### src/rtl/nv_guard_pkg.sv
package nv_guard_pkg;
  typedef enum logic [1:0] {
    ZN_OFF  = 2'd0,
    ZN_BKUP = 2'd1,
    ZN_SAFE = 2'd2,
    ZN_ACT  = 2'd3
  } zone_e;
endpackage

### src/rtl/nv_guard_zone.sv
module nv_guard_zone
  import nv_guard_pkg::*;
#(
  parameter int EW          = 8,
  parameter int SAFE_MARGIN = 2
) (
  input  logic          clk,
  input  logic          rst,
  input  logic [EW-1:0] energy,
  input  logic [EW-1:0] th_off,
  input  logic [EW-1:0] th_bkp,
  input  logic [EW-1:0] th_active,
  output zone_e         zone_q,
  output logic          ge_active_q,
  output logic          cfg_err_q
);
  localparam int XW = EW + 1;
  localparam logic [XW-1:0] MARGIN_X = XW'(SAFE_MARGIN);

  logic [XW-1:0] safe_lvl;
  logic [XW-1:0] e_x;
  zone_e         zone_d;
  logic          order_ok;

  assign safe_lvl = {1'b0, th_bkp} + MARGIN_X;
  assign e_x      = {1'b0, energy};

  always_comb begin
    if (energy < th_off)       zone_d = ZN_OFF;
    else if (energy < th_bkp)  zone_d = ZN_BKUP;
    else if (e_x < safe_lvl)   zone_d = ZN_SAFE;
    else                       zone_d = ZN_ACT;
  end

  assign order_ok = (th_off < th_bkp) && ({1'b0, th_bkp} < safe_lvl) &&
                    (safe_lvl < {1'b0, th_active});

  always_ff @(posedge clk) begin
    if (rst) begin
      zone_q      <= ZN_OFF;
      ge_active_q <= 1'b0;
      cfg_err_q   <= 1'b0;
    end else begin
      zone_q      <= zone_d;
      ge_active_q <= (energy >= th_active);
      cfg_err_q   <= !order_ok;
    end
  end

  // a sample below the off level yields the off zone next cycle
  p_off_zone_r1: assert property (@(posedge clk) disable iff (rst)
    (energy < th_off) |=> (zone_q == ZN_OFF));
endmodule

### src/rtl/nv_guard_bkp.sv
module nv_guard_bkp
  import nv_guard_pkg::*;
(
  input  logic  clk,
  input  logic  rst,
  input  zone_e zone_q,
  input  logic  lost_q,
  output logic  backup_req
);
  logic armed_q;
  logic low;

  assign low = (zone_q == ZN_OFF) || (zone_q == ZN_BKUP);

  always_ff @(posedge clk) begin
    if (rst) begin
      armed_q    <= 1'b0;
      backup_req <= 1'b0;
    end else begin
      backup_req <= 1'b0;
      if (armed_q && low) begin
        backup_req <= 1'b1;
        armed_q    <= 1'b0;
      end else if (lost_q) begin
        armed_q <= 1'b0;
      end else if (zone_q == ZN_ACT) begin
        armed_q <= 1'b1;
      end
    end
  end

  // safe zone never leads to a request
  p_no_bkp_safe_r2: assert property (@(posedge clk) disable iff (rst)
    (zone_q == ZN_SAFE) |=> !backup_req);
  // a request lasts a single cycle
  p_single_pulse_r3: assert property (@(posedge clk) disable iff (rst)
    backup_req |=> !backup_req);
endmodule

### src/rtl/nv_guard_rst.sv
module nv_guard_rst
  import nv_guard_pkg::*;
(
  input  logic  clk,
  input  logic  rst,
  input  zone_e zone_q,
  input  logic  ge_active_q,
  input  logic  restore_ack,
  output logic  lost_q,
  output logic  shutdown,
  output logic  restore_req,
  output logic  state_valid
);
  always_ff @(posedge clk) begin
    if (rst) begin
      lost_q      <= 1'b1;
      shutdown    <= 1'b1;
      restore_req <= 1'b0;
      state_valid <= 1'b0;
    end else if (zone_q == ZN_OFF) begin
      lost_q      <= 1'b1;
      shutdown    <= 1'b1;
      restore_req <= 1'b0;
      state_valid <= 1'b0;
    end else if (lost_q && !restore_req && ge_active_q) begin
      restore_req <= 1'b1;
      shutdown    <= 1'b0;
    end else if (restore_req && restore_ack) begin
      restore_req <= 1'b0;
      lost_q      <= 1'b0;
      state_valid <= 1'b1;
    end
  end

  // off zone forces shutdown and invalid state
  p_off_shut_r5: assert property (@(posedge clk) disable iff (rst)
    (zone_q == ZN_OFF) |=> (shutdown && !state_valid));
  // restore request held until acknowledged
  p_req_hold_r6: assert property (@(posedge clk) disable iff (rst)
    (restore_req && !restore_ack && zone_q != ZN_OFF) |=> restore_req);
  // validity only follows an accepted acknowledge
  p_valid_ack_r7: assert property (@(posedge clk) disable iff (rst)
    $rose(state_valid) |-> $past(restore_req && restore_ack));
endmodule

### src/rtl/nv_guard.sv
module nv_guard
  import nv_guard_pkg::*;
#(
  parameter int EW          = 8,
  parameter int SAFE_MARGIN = 2
) (
  input  logic          clk,
  input  logic          rst,
  input  logic [EW-1:0] energy,
  input  logic [EW-1:0] th_off,
  input  logic [EW-1:0] th_bkp,
  input  logic [EW-1:0] th_active,
  input  logic          restore_ack,
  output logic [1:0]    zone,
  output logic          backup_req,
  output logic          shutdown,
  output logic          restore_req,
  output logic          state_valid,
  output logic          cfg_err
);
  zone_e zone_q;
  logic  ge_active_q;
  logic  lost_q;

  nv_guard_zone #(.EW(EW), .SAFE_MARGIN(SAFE_MARGIN)) u_zone (
    .clk(clk), .rst(rst), .energy(energy), .th_off(th_off),
    .th_bkp(th_bkp), .th_active(th_active), .zone_q(zone_q),
    .ge_active_q(ge_active_q), .cfg_err_q(cfg_err)
  );

  nv_guard_bkp u_bkp (
    .clk(clk), .rst(rst), .zone_q(zone_q), .lost_q(lost_q),
    .backup_req(backup_req)
  );

  nv_guard_rst u_rst (
    .clk(clk), .rst(rst), .zone_q(zone_q), .ge_active_q(ge_active_q),
    .restore_ack(restore_ack), .lost_q(lost_q), .shutdown(shutdown),
    .restore_req(restore_req), .state_valid(state_valid)
  );

  assign zone = zone_q;
endmodule

### config.mk
export PLATFORM = sky130hd
export DESIGN_NAME = nv_guard
export DESIGN_NICKNAME = d
export VERILOG_FILES = /design/src/rtl/nv_guard_pkg.sv /design/src/rtl/nv_guard_zone.sv /design/src/rtl/nv_guard_bkp.sv /design/src/rtl/nv_guard_rst.sv /design/src/rtl/nv_guard.sv
export SDC_FILE = /design/constraint.sdc
export NUM_CORES = 1
export LEC_CHECK = 0
export BUFFER_PORTS_ARGS = -buffer_cell sky130_fd_sc_hd__buf_2
export CAP_MARGIN = 25
export CORE_UTILIZATION = 23
export DETAILED_ROUTE_END_ITERATION = 10
export SYNTH_ARGS = -nofsm -noshare
export SYNTH_HDL_FRONTEND = slang
export SYNTH_SLANG_ARGS = --single-unit
### constraint.sdc
create_clock -name clk -period 2.3 [get_ports clk]
set_input_delay 0.345 -clock clk [delete_from_list [all_inputs] [get_ports clk]]
set_output_delay 0.345 -clock clk [all_outputs]
set_load 0.02 [all_outputs]
==> summary.txt <==
Outcome
  – Run status: complete, no violations

Setup path
  – Req. time, crit path: 2.45 ns
  – Reg2reg start: u_zone.zone_q[1]$_SDFF_PP0_
  – Type of origin of the critical path: input pin
  – Worst R2R End: u_rst.state_valid$_SDFFE_PP0P_
  – Worst R2R Path Depth: 2
  – Reg-to-reg setup timing slack: 1.50 ns
  – CP Capture Type: flop
  – Critical path type: input pin to flop
  – CP max FO: 3
  – Worst EP arrival: 2.32 ns

Job
  – Max_cap viols: 0

Power
  – Clock Power Share: 0.309
  – Pwr Density: 361 mW/mm^2
  – Power Internal: 0.000466 W
  – Gate power share: 0.424
  – Switching Fraction: 0.325
  – Leakage: 1.01 nW
  – VDD IR max: 344 uV
  – Psw: 0.000225 W
  – Sequential power share: 0.267

Logic synthesis
  – Yosys reg bits: 10
  – Ys async rst share: 0
  – Synth Flop Type: dfxtp_1
  – Cell area after synthesis: 0.00152 mm^2
  – Cells after Synth: 181
  – Sequential area share after synthesis: 0.132
  – Syn nets: 259
  – Mean Syn Cell Area: 8.41 um^2
  – Synth cell types: 45
  – Synthesis Warnings: 0
  – EDFF count, synth: 0

Place
  – Placed wire-length estimate: 3260 um
  – Final GP Congestion: 0.783
  – Dpl cell area: 0.00184 mm^2
  – # port buffers: 41

STA
  – Final hold viol count: 0
  – Slew Viols, Final: 0
  – RSZ-0062 raised after global routing: no
  – Final Skew: 0.00283 ns
  – Worst-Margin Slew: 0.610 ns
  – Final Cycle Share: 0.945
  – Headroom to the max-slew limit: 0.592
  – Fmax: 460 MHz
  – Setup TNS Final: 0 ns
  – Setup violators final: 0
  – Final Critical Period: 2.17 ns

Global routing
  – Pin count of the biggest net entering global routing: 11
  – Vias in the first global route: 1338
  – Global-route wire length before repair: 6200 um
  – Initial antenna violation count: 0
  – Grt ovf: 0
  – GRT Total Usage: 0.108

Drt
  – Final wirelength: 3730 um
  – Avg WL per Cell: 12.2 um
  – Final ANT Viol Nets: 0
  – Via count: 1413
  – Vias/cell: 4.62
  – Initial DRT Pass Iterations: 4
  – 1st-iter DRT viols: 48
  – Post-route DRC: 0

Clock tree
  – Cts bufs inserted: 3
  – TritonCTS clock tree: done
  – Root Driver: clkbuf_8
  – Post-CTS Setup Inserts: 0
  – Max Root-Sink Buffers: 2
  – Htree depth: 1
  – # hold bufs at CTS: 0
  – Sink Count: 10
  – Clk slew on worst S/H paths: 0.05 ns
  – Clock latency on the worst-skew pair: 0.23 ns

Hold path
  – Hold worst-path end: u_rst.state_valid$_SDFFE_PP0P_
  – Hold Path Class: input pin to flop
  – Worst Hold Path Cells: 3
  – Hold_sp: restore_ack

Final layout
  – Finished Cell Area: 0.00191 mm^2
  – Leading cell types in the layout, fill and taps excluded: ha_1, buf_2, inv_1
  – Share of cells above drive strength 1: 0.258
  – Layout Nets: 308
  – Diodes inserted: 0
  – Synth-to-Final Area Change: 25.8%

Floorplanning
  – Die width: 83.3 um
  – Die Ht: 83.3 um
  – # rows: 29
  – Core area: 0.00635 mm^2
  – # IOs: 42
  – Initial Util: 0.240
  – Die area: 0.00694 mm^2
-- sequential cells by signal, summed over array words and instances (netlist names) --
register	cells
u_bkp.armed_q	1
u_bkp.backup_req	1
u_rst.lost_q	1
u_rst.restore_req	1
u_rst.shutdown	1
u_rst.state_valid	1
u_zone.cfg_err_q	1
u_zone.ge_active_q	1
u_zone.zone_q	2
-- worst max-delay path, stage by stage --
cell	delay, ns
buf_2	0.11
ha_2	0.20
and3_1	0.23
ha_4	0.23
ha_1	0.29
o211ai_1	0.13
o211a_1	0.23
a2111o_1	0.38
a31oi_1	0.18
-- stage by stage --
step / setup WS [ns] / hold WS [ns] / util / std cells / total power, W
after floorplan: 0.122 / 0.414 / - / 181 / 0.000371
after global placement: -0.0749 / 0.435 / 0.290 / 302 / 0.000474
after detailed placement: -0.151 / 0.435 / 0.290 / 302 / 0.000478
final: 0.127 / 0.368 / 0.301 / 306 / 0.000690
after global routing: 0.0606 / 0.394 / 0.301 / 306 / 0.000747
after CTS: 0.0801 / 0.367 / 0.299 / 306 / 0.000699
-- final cells by class --
| type | count | area [um^2] |
|---|---|---|
| Multi-Input combinational cell | 141 | 1210 |
| Clock buffer | 4 | 55.1 |
| Timing Repair Buffer | 46 | 243 |
| Tap cell | 77 | 96.3 |
| Inverter | 28 | 105 |
| Sequential cell | 10 | 200 |
| Fill cell | 693 | 4440 |
-- metal layers --
layer / global-route usage / vias up / routed length (um)
met5: 0 / - / 0
met4: 0.0235 / 0 / 0
met3: 0.00795 / 0 / 128
met2: 0.174 / 36 / 1640
met1: 0.155 / 604 / 1960
li1: - / 773 / -
-- logic make-up after synthesis --
logic type      count (synthesis)  synth area share
fa+ha+maj                      43             0.354
buf+inv                        30            0.0798
xor+xnor                        2            0.0115
compound gates                 56             0.272
flops                          10             0.132
simple gates                   40             0.151
-- synthesized netlist by cell type, drive strengths merged, types with 3 or more instances --
| cell type | number | area [um^2] |
|---|---|---|
| o21ai | 6 | 30.0 |
| nor2 | 9 | 36.3 |
| dfxtp | 10 | 200 |
| a221oi | 3 | 32.5 |
| o211ai | 3 | 22.5 |
| and3 | 3 | 18.8 |
| a21o | 8 | 60.1 |
| a21oi | 13 | 76.3 |
| inv | 28 | 105 |
| nand4 | 5 | 31.3 |
| ha | 43 | 538 |
| a211oi | 7 | 57.6 |
| nand2 | 5 | 18.8 |
| nand2b | 5 | 31.3 |
-- power by group through the flow --
stage / sequential [W] / combinational, W / clock, W
3_5_place_dp: 0.000188 / 0.000290 / 0
3_3_place_gp: 0.000188 / 0.000285 / 0
2_1_floorplan: 0.000195 / 0.000176 / 0
5_1_grt: 0.000185 / 0.000335 / 0.000226
4_1_cts: 0.000185 / 0.000293 / 0.000221
6_report: 0.000185 / 0.000293 / 0.000213
-- how the worst max path moves through the flow --
stage,slack [ns],from,cells after the start,to
CTS,0.08,th_bkp[1],9,u_zone.cfg_err_q$_SDFF_PP0_
global placement,-0.07,th_bkp[1],9,u_zone.cfg_err_q$_SDFF_PP0_
detailed placement,-0.15,th_bkp[1],9,u_zone.cfg_err_q$_SDFF_PP0_
global route,0.06,th_bkp[1],9,u_zone.cfg_err_q$_SDFF_PP0_
floorplan,0.12,th_bkp[1],8,u_zone.cfg_err_q$_SDFF_PP0_
finish,0.13,th_bkp[1],9,u_zone.cfg_err_q$_SDFF_PP0_
-- what timing repair did --
action,4_1_cts,5_1_grt
gates resized for setup,0,2
endpoints found under the setup margin,0,1
endpoints found under the hold margin,0,0
(Power assumes the default switching activity.)
